`src/rtl/alu2_pkg.sv`:
```
package alu2_pkg;
  localparam int DATA_W = 16;

  typedef enum logic [3:0] {
    OP_MOV  = 4'h4,
    OP_ADD  = 4'h5,
    OP_ADDC = 4'h6,
    OP_SUBC = 4'h7,
    OP_SUB  = 4'h8,
    OP_CMP  = 4'h9,
    OP_DADD = 4'hA,
    OP_BIT  = 4'hB,
    OP_BIC  = 4'hC,
    OP_BIS  = 4'hD,
    OP_XOR  = 4'hE,
    OP_AND  = 4'hF
  } alu_op_e;

  typedef enum logic [2:0] {
    FK_NONE,
    FK_ARITH,
    FK_DEC,
    FK_LOGIC,
    FK_XOR
  } flag_kind_e;

  // update mask bit positions
  localparam int UPD_C = 0;
  localparam int UPD_Z = 1;
  localparam int UPD_N = 2;
  localparam int UPD_V = 3;
endpackage

```
`src/rtl/alu2_binadd.sv`:
```
module alu2_binadd #(
  parameter int W = 16
) (
  input  logic [W-1:0] a,
  input  logic [W-1:0] b,
  input  logic         cin,
  input  logic         byte_sel,
  output logic [W-1:0] sum,
  output logic         cout,
  output logic         ovf
);
  localparam int H = W / 2;
  localparam logic [W-1:0] LOW_MASK = {{(W-H){1'b0}}, {H{1'b1}}};

  logic [W-1:0] mask, a_m, b_m;
  logic [W:0]   full;
  logic         ma, mb, mr;

  always_comb begin
    mask = byte_sel ? LOW_MASK : {W{1'b1}};
    a_m  = a & mask;
    b_m  = b & mask;
    full = {1'b0, a_m} + {1'b0, b_m} + {{W{1'b0}}, cin};
    sum  = full[W-1:0] & mask;
    cout = byte_sel ? full[H] : full[W];
    ma   = byte_sel ? a_m[H-1] : a_m[W-1];
    mb   = byte_sel ? b_m[H-1] : b_m[W-1];
    mr   = byte_sel ? full[H-1] : full[W-1];
    ovf  = (ma == mb) && (mr != ma);
  end
endmodule

```
`src/rtl/alu2_bcdadd.sv`:
```
module alu2_bcdadd #(
  parameter int W = 16
) (
  input  logic [W-1:0] a,
  input  logic [W-1:0] b,
  input  logic         cin,
  input  logic         byte_sel,
  output logic [W-1:0] sum,
  output logic         cout
);
  localparam int ND = W / 4;
  localparam int NB = ND / 2;
  localparam logic [W-1:0] LOW_MASK = {{(W/2){1'b0}}, {(W/2){1'b1}}};

  logic [ND:0]  dc;
  logic [W-1:0] raw;

  assign dc[0] = cin;

  for (genvar i = 0; i < ND; i++) begin : g_digit
    logic [4:0] s5, fix;
    always_comb begin
      s5  = {1'b0, a[4*i +: 4]} + {1'b0, b[4*i +: 4]} + {4'b0, dc[i]};
      fix = s5 + 5'd6;
    end
    assign dc[i+1]      = (s5 > 5'd9);
    assign raw[4*i +: 4] = (s5 > 5'd9) ? fix[3:0] : s5[3:0];
  end

  assign sum  = byte_sel ? (raw & LOW_MASK) : raw;
  assign cout = byte_sel ? dc[NB] : dc[ND];
endmodule

```
`src/rtl/alu2_policy.sv`:
```
module alu2_policy
  import alu2_pkg::*;
(
  input  logic [3:0]  op,
  output logic        wr_en,
  output logic [3:0]  upd,
  output flag_kind_e  kind,
  output logic        is_sub,
  output logic        use_cin,
  output logic        const_cin
);
  always_comb begin
    wr_en     = 1'b0;
    upd       = 4'b0000;
    kind      = FK_NONE;
    is_sub    = 1'b0;
    use_cin   = 1'b0;
    const_cin = 1'b0;
    case (op)
      OP_MOV, OP_BIC, OP_BIS: wr_en = 1'b1;
      OP_ADD:  begin wr_en = 1'b1; upd = 4'b1111; kind = FK_ARITH; end
      OP_ADDC: begin wr_en = 1'b1; upd = 4'b1111; kind = FK_ARITH; use_cin = 1'b1; end
      OP_SUB:  begin wr_en = 1'b1; upd = 4'b1111; kind = FK_ARITH; is_sub = 1'b1; const_cin = 1'b1; end
      OP_SUBC: begin wr_en = 1'b1; upd = 4'b1111; kind = FK_ARITH; is_sub = 1'b1; use_cin = 1'b1; end
      OP_CMP:  begin upd = 4'b1111; kind = FK_ARITH; is_sub = 1'b1; const_cin = 1'b1; end
      OP_DADD: begin wr_en = 1'b1; upd = 4'b0111; kind = FK_DEC; use_cin = 1'b1; end
      OP_AND:  begin wr_en = 1'b1; upd = 4'b1111; kind = FK_LOGIC; end
      OP_BIT:  begin upd = 4'b1111; kind = FK_LOGIC; end
      OP_XOR:  begin wr_en = 1'b1; upd = 4'b1111; kind = FK_XOR; end
      default: ;
    endcase
  end
endmodule

```
`src/rtl/dual_operand_alu.sv`:
```
module dual_operand_alu
  import alu2_pkg::*;
#(
  parameter int W = DATA_W
) (
  input  logic         clk,
  input  logic         rst,
  input  logic [3:0]   op_code,
  input  logic         byte_sel,
  input  logic [W-1:0] src_val,
  input  logic [W-1:0] dst_val,
  input  logic         c_in,
  input  logic         z_in,
  input  logic         n_in,
  input  logic         v_in,
  output logic [W-1:0] result,
  output logic         dst_write,
  output logic         c_out,
  output logic         z_out,
  output logic         n_out,
  output logic         v_out,
  output logic [3:0]   flag_upd
);
  localparam int H = W / 2;
  localparam logic [W-1:0] LOW_MASK = {{(W-H){1'b0}}, {H{1'b1}}};

  logic       pol_we, pol_sub, pol_usec, pol_constc;
  logic [3:0] pol_upd;
  flag_kind_e pol_kind;

  alu2_policy u_pol (
    .op(op_code), .wr_en(pol_we), .upd(pol_upd), .kind(pol_kind),
    .is_sub(pol_sub), .use_cin(pol_usec), .const_cin(pol_constc)
  );

  logic [W-1:0] add_a, add_b, add_sum, bcd_sum;
  logic         add_cin, add_cout, add_ovf, bcd_cout;

  assign add_a   = pol_sub ? dst_val : src_val;
  assign add_b   = pol_sub ? ~src_val : dst_val;
  assign add_cin = pol_usec ? c_in : pol_constc;

  alu2_binadd #(.W(W)) u_add (
    .a(add_a), .b(add_b), .cin(add_cin), .byte_sel(byte_sel),
    .sum(add_sum), .cout(add_cout), .ovf(add_ovf)
  );

  alu2_bcdadd #(.W(W)) u_bcd (
    .a(src_val), .b(dst_val), .cin(c_in), .byte_sel(byte_sel),
    .sum(bcd_sum), .cout(bcd_cout)
  );

  logic [W-1:0] mask, r_sel, r_act;
  logic         f_c, f_z, f_n, f_v, s_msb, d_msb;

  always_comb begin
    mask = byte_sel ? LOW_MASK : {W{1'b1}};
    case (op_code)
      OP_MOV:                          r_sel = src_val;
      OP_ADD, OP_ADDC, OP_SUB,
      OP_SUBC, OP_CMP:                 r_sel = add_sum;
      OP_DADD:                         r_sel = bcd_sum;
      OP_AND, OP_BIT:                  r_sel = src_val & dst_val;
      OP_BIC:                          r_sel = ~src_val & dst_val;
      OP_BIS:                          r_sel = src_val | dst_val;
      OP_XOR:                          r_sel = src_val ^ dst_val;
      default:                         r_sel = '0;
    endcase
    r_act = r_sel & mask;
    s_msb = byte_sel ? src_val[H-1] : src_val[W-1];
    d_msb = byte_sel ? dst_val[H-1] : dst_val[W-1];
    f_n   = byte_sel ? r_act[H-1] : r_act[W-1];
    f_z   = (r_act == '0);
    f_c   = c_in;
    f_v   = v_in;
    case (pol_kind)
      FK_ARITH: begin f_c = add_cout; f_v = add_ovf; end
      FK_DEC:   begin f_c = bcd_cout; end
      FK_LOGIC: begin f_c = ~f_z; f_v = 1'b0; end
      FK_XOR:   begin f_c = ~f_z; f_v = s_msb & d_msb; end
      default:  ;
    endcase
  end

  always_ff @(posedge clk) begin
    if (rst) begin
      result    <= '0;
      dst_write <= 1'b0;
      flag_upd  <= 4'b0000;
      c_out     <= 1'b0;
      z_out     <= 1'b0;
      n_out     <= 1'b0;
      v_out     <= 1'b0;
    end else begin
      result    <= r_act;
      dst_write <= pol_we;
      flag_upd  <= pol_upd;
      c_out     <= pol_upd[UPD_C] ? f_c : c_in;
      z_out     <= pol_upd[UPD_Z] ? f_z : z_in;
      n_out     <= pol_upd[UPD_N] ? f_n : n_in;
      v_out     <= pol_upd[UPD_V] ? f_v : v_in;
    end
  end

  // upper byte of a byte-mode result is zero
  assert_byte_upper_R11: assert property (@(posedge clk) disable iff (rst)
    byte_sel |=> result[W-1:H] == '0);

  // compare updates all flags and never writes
  assert_cmp_nowrite_R6: assert property (@(posedge clk) disable iff (rst)
    (op_code == OP_CMP) |=> (!dst_write && flag_upd == 4'b1111));

  // and / bit test clear V and tie C to not-Z
  assert_logic_flags_R8: assert property (@(posedge clk) disable iff (rst)
    (op_code == OP_AND || op_code == OP_BIT) |=> (!v_out && c_out == !z_out));

  // move keeps every flag as it came in
  assert_mov_flags_R10: assert property (@(posedge clk) disable iff (rst)
    (op_code == OP_MOV) |=> (flag_upd == 4'b0000 && dst_write &&
      c_out == $past(c_in) && z_out == $past(z_in) &&
      n_out == $past(n_in) && v_out == $past(v_in)));

  // unused codes neither write nor update
  assert_unused_quiet_R2: assert property (@(posedge clk) disable iff (rst)
    (op_code < 4'h4) |=> (!dst_write && flag_upd == 4'b0000 && result == '0));

  // decimal add leaves V as it came in
  assert_dadd_v_R7: assert property (@(posedge clk) disable iff (rst)
    (op_code == OP_DADD) |=> (v_out == $past(v_in) && !flag_upd[UPD_V]));
endmodule

```
`config.mk`:
```
export PLATFORM = sky130hd
export DESIGN_NAME = dual_operand_alu
export DESIGN_NICKNAME = d
export VERILOG_FILES = /design/src/rtl/alu2_pkg.sv /design/src/rtl/alu2_binadd.sv /design/src/rtl/alu2_bcdadd.sv /design/src/rtl/alu2_policy.sv /design/src/rtl/dual_operand_alu.sv
export SDC_FILE = /design/constraint.sdc
export NUM_CORES = 1
export LEC_CHECK = 0
export ABC_AREA = 1
export BUFFER_PORTS_ARGS = -buffer_cell sky130_fd_sc_hd__buf_2
export CORE_ASPECT_RATIO = 1.75
export CORE_MARGIN = 1
export CORE_UTILIZATION = 50
export CTS_BUF_LIST = sky130_fd_sc_hd__clkbuf_8
export DETAILED_ROUTE_END_ITERATION = 6
export GPL_ROUTABILITY_DRIVEN = 0
export HOLD_SLACK_MARGIN = 0.15
export MAX_ROUTING_LAYER = met4
export PLACE_DENSITY = 0.72
export SLEW_MARGIN = 20
export SYNTH_ARGS = -nofsm -noshare
export SYNTH_HDL_FRONTEND = slang
export SYNTH_SLANG_ARGS = --single-unit
export TNS_END_PERCENT = 1
```
`constraint.sdc`:
```
create_clock -name clk -period 11.47 [get_ports clk]
set_input_delay 2.294 -clock clk [delete_from_list [all_inputs] [get_ports clk]]
set_output_delay 2.294 -clock clk [all_outputs]
set_load 0.005 [all_outputs]
```
==> impl_metrics.env, run 1 <==
export IMPL_syn_area_per_cell_sq_um=5.71
export IMPL_num_rows=43
export IMPL_first_global_vias=4896
export IMPL_path_clk_slew_ps=80
export IMPL_fin_crit_ps=9590
export IMPL_critPathBufInv=8
export IMPL_timing_final_ws_setup_ps=1880
export IMPL_ys_ff_latch=23
export IMPL_via_count=5028
export IMPL_fp_dieW_um=71.3
export IMPL_cts_made_buffers=3
export IMPL_cpPeakStageDelay_ps=530
export IMPL_netlist_area_sq_um=4200
export IMPL_area_growth_pct=9.56
export IMPL_drt_iter0_drc=400
export IMPL_ys_types=38
export IMPL_cp_common_cell="nand2_1"
export IMPL_ios=68
export IMPL_start_util=0.524
export IMPL_min_period_over_period=0.836
export IMPL_cts_setup_buffers=0
export IMPL_rsz0062_at_grt="no"
export IMPL_critical_path_top_delay_family="adder cells"
export IMPL_antenna_left=0
export IMPL_cts_hold_buf=0
export IMPL_cts_sinks=23
export IMPL_synth_top_flop_cell="dfxtp_1"
export IMPL_holdPathEnd="v_out"
export IMPL_cp_end_kind="flip-flop"
export IMPL_setup_violations=0
export IMPL_drv_slew=0
export IMPL_async_flop_share=0
export IMPL_slew_headroom=0.546
export IMPL_hold_violations=0
export IMPL_synth_warnings=0
export IMPL_max_slew_worst_pin_slew_ps=680
export IMPL_pre_cts_slack_ps=1720
export IMPL_violations="design-rule violations"
export IMPL_synthCells=736
export IMPL_synth_edff_count=0
export IMPL_maxCapViolations=0
export IMPL_hold_class="in2reg"
export IMPL_cts_root_buf="clkbuf_8"
export IMPL_worstHoldStart="v_in"
export IMPL_antenna_found_initial=0
export IMPL_dp_hpwl_um=10900
export IMPL_firstDrtPassIters=7
export IMPL_core_area_sq_um=8020
export IMPL_track_usage=0.326
export IMPL_path_max_fanout=5
export IMPL_required_ps=11630
export IMPL_cts_max_level=1
export IMPL_crit_slowest_cell="fa_1"
export IMPL_grt_max_degree=65
export IMPL_grt_pass1_wl_um=21900
export IMPL_cp_start_kind="input pin"
export IMPL_ctsResizeCount=0
export IMPL_p_per_area_nw_per_um2=83.7
export IMPL_status="finished with violations"
export IMPL_syn_nets=837
export IMPL_synth_seq_area_share=0.110
export IMPL_power_total_w=0.000385
export IMPL_cts_tree="yes"
export IMPL_holdPathStages=3
export IMPL_layout_drive_gt1_share=0.117
export IMPL_die_h_um=123
export IMPL_drcViolationCount=4
export IMPL_clockBufferDepth=2
export IMPL_fp_dieArea_sq_um=8790
export IMPL_num_nets_final=890
export IMPL_portBuffers=67
export IMPL_tns_ps=0
export IMPL_clock_fmax_ghz=0.104
export IMPL_gr_total_overflow=0
export IMPL_peakVddDrop_uv=44.8
export IMPL_viasPerCell=5.73
export IMPL_crit_type="in2reg"
export IMPL_n_antenna_cell=0
export IMPL_cp_arrival_ps=9750
export IMPL_wl_um=13600
export IMPL_leakagePower_nw=2.57
export IMPL_wl_per_cell_um=15.5
==> cell type report <==
class | instances | area, sq um
fill | 836 | 3410
sequential | 23 | 460
multi-input combinational | 577 | 3200
clock buffer | 3 | 41.3
clock inverter | 1 | 7.51
inverter | 116 | 435
tap | 90 | 113
timing repair buffer | 68 | 343
==> kinds of logic (layout without fill, tap and decap cells) <==
| kind of cell | count (synthesis) | after routing | synth area share |
|---|---|---|---|
| compound gates | 150 | 150 | 0.194 |
| simple gates | 367 | 367 | 0.372 |
| xor+xnor | 2 | 2 | 0.00417 |
| buf+inv | 136 | 188 | 0.130 |
| flops | 23 | 23 | 0.110 |
| fa+ha+maj | 58 | 58 | 0.191 |
==> per-layer routing <==
layer  up-vias  GRT usage  wire length [um]
met1      2292      0.333              5200
li1       2499          -                 -
met3        57     0.0302               490
met2       180      0.591              7040
met5         -          -                 0
met4         0      0.208               845
==> metrics by stage <==
| stage | hold slack, ps | cell area [sq um] | instances | utilization |
|---|---|---|---|---|
| after floorplan | 2460 | 4200 | 736 | - |
| after global placement | 2600 | 4550 | 874 | 0.568 |
| after detailed placement | 2610 | 4550 | 874 | 0.568 |
| after CTS | 2320 | 4600 | 878 | 0.574 |
| after global routing | 2310 | 4600 | 878 | 0.574 |
| final | 2330 | 4600 | 878 | 0.574 |
==> layout by cell type (no fill, tap or decap), types with 10 or more instances in the layout <==
cell | Yosys | final
fa_1 | 10 | 10
inv_1 | 110 | 110
nand3_1 | 74 | 74
nand2_1 | 197 | 197
o21ai_0 | 59 | 59
dfxtp_1 | 23 | 23
nor2_1 | 68 | 68
ha_1 | 48 | 48
buf_2 | 4 | 67
a21oi_1 | 64 | 64
==> power breakdown <==
group	internal [W]	leakage (nW)	total, W	switching (W)
clock	0.0000246	0.0217	0.0000522	0.0000276
combinational	0.0000852	2.36	0.000245	0.000160
sequential	0.0000867	0.190	0.0000885	0.00000177
total	0.000196	2.57	0.000385	0.000189
==> synth_stat cells, types with 2 or more instances <==
cell type	n	area (sq um)
nor2_4	2	22.5
nor2_1	68	255
o221ai_1	3	26.3
nor3_1	4	20.0
fa_1	10	200
inv_2	6	22.5
a21boi_0	2	15.0
o21bai_1	2	15.0
o22ai_1	5	31.3
o21ai_0	59	295
a21oi_1	64	320
a31oi_1	4	25.0
nand3b_1	7	52.6
nand2_2	4	25.0
buf_2	4	20.0
o211ai_1	4	30.0
nand4_1	3	18.8
inv_1	110	413
nand2_1	197	739
dfxtp_1	23	460
o21ai_1	2	10.0
nand3_1	74	370
clkbuf_1	9	33.8
buf_4	6	45.0
ha_1	48	601
nor2_2	2	12.5
and2_1	3	18.8
==> sequential cells by signal, summed over array words and instances, names as in the netlist <==
| name | flops |
|---|---|
| n_out | 1 |
| result | 16 |
| v_out | 1 |
| flag_upd | 2 |
| dst_write | 1 |
| c_out | 1 |
| z_out | 1 |
==> tightest hold or removal path: stages <==
cell and delay [ps]:
buf_2 100, nand2_1 70, a31oi_1 80
==> worst max-delay path by stage <==
stage	to	cells past startpoint	slack (ps)	from
floorplan	c_out	41	2670	src_val[0]
global placement	c_out	42	2200	src_val[0]
detailed placement	c_out	43	1720	src_val[0]
CTS	c_out	43	2010	src_val[0]
global route	c_out	44	1200	src_val[0]
finish	c_out	42	1880	src_val[0]
No activity file was read; power rests on OpenSTA's default activity.
==> run 2, diff against run 1 <==
--- a/config.mk
+++ b/config.mk
@@ -5,7 +5,7 @@
 export SDC_FILE = /design/constraint.sdc
 export NUM_CORES = 1
 export LEC_CHECK = 0
-export ABC_AREA = 1
+export ABC_AREA = 0
 export BUFFER_PORTS_ARGS = -buffer_cell sky130_fd_sc_hd__buf_2
 export CORE_ASPECT_RATIO = 1.75
 export CORE_MARGIN = 1
@@ -15,7 +15,7 @@
 export GPL_ROUTABILITY_DRIVEN = 0
 export HOLD_SLACK_MARGIN = 0.15
 export MAX_ROUTING_LAYER = met4
-export PLACE_DENSITY = 0.72
+export PLACE_DENSITY = 0.74
 export SLEW_MARGIN = 20
 export SYNTH_ARGS = -nofsm -noshare
 export SYNTH_HDL_FRONTEND = slang
==> constraint.sdc (replaced) <==
create_clock -name clk -period 8.7 [get_ports clk]
set_input_delay 1.74 -clock clk [delete_from_list [all_inputs] [get_ports clk]]
set_output_delay 1.74 -clock clk [all_outputs]
set_load 0.005 [all_outputs]
==> impl_metrics.env, run 2 <==
export IMPL_status="completed"
export IMPL_cts_setup_buffers=0
export IMPL_path_max_fanout=4
export IMPL_synth_top_flop_cell="dfxtp_1"
export IMPL_ys_ff_latch=23
export IMPL_fin_area_sq_um=5210
export IMPL_synth_top_cell_area_share=0.132
export IMPL_via_count=5230
export IMPL_cts_made_buffers=3
export IMPL_min_period_over_period=0.970
export IMPL_grt_pass1_wl_um=24000
export IMPL_p_per_area_nw_per_um2=119
export IMPL_area_growth_pct=14.7
export IMPL_worstHoldStart="z_in"
export IMPL_crit_start="src_val[0]"
export IMPL_synth_compound_area_share=0.342
export IMPL_path_clk_slew_ps=70
export IMPL_synth_commonest_cells="nor2_1, a21oi_1, inv_1, ha_1, nand2_1"
export IMPL_core_area_sq_um=8730
export IMPL_largest_register_ffs=16
export IMPL_portBuffers=67
export IMPL_drcViolationCount=0
export IMPL_clockBufferDepth=2
export IMPL_leakagePower_nw=2.40
export IMPL_cp_start_kind="input pin"
export IMPL_top_register="result"
export IMPL_netlist_area_sq_um=4540
export IMPL_cp_arrival_ps=8580
export IMPL_slew_headroom=0.308
export IMPL_num_nets_final=806
export IMPL_synth_adder_area_share=0.176
export IMPL_dp_hpwl_um=11800
export IMPL_synthMuxAreaShare=0.0149
export IMPL_synth_edff_count=0
export IMPL_synth_most_common_cell="nor2_1"
export IMPL_cts_tree="yes"
export IMPL_yosys_area_share_simple=0.242
export IMPL_cp_common_cell="fa_2"
export IMPL_cts_max_level=1
export IMPL_num_rows=45
export IMPL_max_slew_worst_pin_slew_ps=1030
export IMPL_firstDrtPassIters=5
export IMPL_start_util=0.520
export IMPL_layout_drive_gt1_share=0.224
export IMPL_synth_xor_area_frac=0.0309
export IMPL_cpPeakStageDelay_ps=550
export IMPL_synthCells=635
export IMPL_ys_types=88
export IMPL_die_h_um=128
export IMPL_final_common_cell="nor2_1"
export IMPL_cts_hold_buf=0
export IMPL_fp_dieW_um=74.0
export IMPL_hold_violations=0
export IMPL_crit_slowest_cell="fa_2"
export IMPL_synth_warnings=0
export IMPL_hold_class="in2reg"
export IMPL_syn_area_per_cell_sq_um=7.15
export IMPL_first_global_vias=5106
export IMPL_drv_slew=0
export IMPL_antenna_found_initial=0
export IMPL_async_flop_share=0
export IMPL_multi_input_area_sq_um=3750
export IMPL_wl_um=15400
export IMPL_fin_util=0.597
export IMPL_final_cells=821
export IMPL_cp_end_kind="flip-flop"
export IMPL_cts_sinks=23
export IMPL_track_usage=0.337
export IMPL_top_regs="result (16), flag_upd (2)"
export IMPL_viasPerCell=6.37
export IMPL_synth_top_family_by_area="compound AO/OA/AOI/OAI gates"
export IMPL_ff_latch_area_sq_um=460
export IMPL_mostFrequentLayoutCells="nor2_1, buf_2, a21oi_1"
export IMPL_wl_per_cell_um=18.7
export IMPL_cts_root_buf="clkbuf_8"
export IMPL_synth_top_area_cell="ha_1"
export IMPL_fin_crit_ps=8440
export IMPL_n_antenna_cell=0
export IMPL_syn_nets=736
export IMPL_synth_seq_area_share=0.101
export IMPL_n_fill_cell=827
export IMPL_ios=68
export IMPL_place_inst=817
export IMPL_required_ps=8850
export IMPL_gr_total_overflow=0
export IMPL_peakVddDrop_uv=74.6
export IMPL_setup_violations=0
export IMPL_drt_iter0_drc=437
export IMPL_placed_area_sq_um=5090
export IMPL_clock_fmax_ghz=0.119
export IMPL_maxCapViolations=0
export IMPL_antenna_left=0
export IMPL_grt_max_degree=49
export IMPL_synth_area_leaders="ha_1, dfxtp_1, nor2_1, a21oi_1, o21ai_0"
export IMPL_fp_dieArea_sq_um=9480
export IMPL_crit_type="in2reg"
==> run 2: cell types whose count changed in the layout (fill, tap and decap cells not counted), moves of 9 or more <==
cell,before,now
nor2_1,68,79
buf_4,1,36
nor2b_1,0,11
a211oi_1,0,12
nand2b_1,0,9
nand3_1,74,20
o21ai_0,59,44
a21o_1,0,15
nand2_1,197,45
a21oi_1,64,52
inv_1,110,50
==> run 2: kinds of logic (layout without fill, tap and decap cells) <==
family,after synthesis,count (layout)
XOR/XNOR,16,16
flip-flops,23,23
multiplexers,6,6
AO/OA/AOI/OAI,223,223
buffers and inverters,91,160
AND/OR/NAND/NOR,218,218
adder cells (fa/ha/maj),58,58
==> run 2: final cells by class <==
class / count / share of cell area
Multi-Input combinational cell: 521 / 0.720
Inverter: 53 / 0.0382
Tap cell: 117 / 0.0281
Clock inverter: 1 / 0.000960
Sequential cell: 23 / 0.0884
Clock buffer: 3 / 0.00792
Timing Repair Buffer: 103 / 0.116
==> run 2: path summary, 6_finish.rpt <==
check | to | slack, ps | depth (start not counted)
worst min-delay path | z_out | 1760 | 3
worst max-delay path | c_out | 260 | 33
==> run 2: metal layers <==
metal	routed length, um	up-vias	GRT usage
met5	0	-	-
met4	1510	0	0.282
met3	922	100	0.0322
met2	7700	278	0.573
met1	5250	2411	0.335
li1	-	2441	-
==> run 2: critical path, delay by kind of cell <==
kind	cells	cell delay, ps
AO/OA/AOI/OAI	9	1480
AND/OR/NAND/NOR	5	750
XOR/XNOR	3	530
adder cells (fa/ha/maj)	10	3590
buffers and inverters	6	460
==> run 2: power breakdown <==
part	total (W)	switching, W	internal (W)
Combinational	0.000442	0.000250	0.000192
Sequential	0.000116	0.00000203	0.000114
Clock	0.0000617	0.0000298	0.0000318
==> run 2: timing repair <==
action	CTS	global route
pin swaps	2	2
endpoints found under the setup margin	2	2
resized for setup	9	11
cloned	0	0
==> run 2: metrics by stage <==
step	setup TNS, ps	power [W]	worst slack [ps]	hold WS, ps
floorplan	0	0.000401	31.4	1810
global placement	-323	0.000526	-216	2020
detailed placement	-894	0.000538	-488	2030
CTS	0	0.000605	23.5	1760
global route	-8.74	0.000663	-8.74	1760
finish	0	0.000620	264	1760
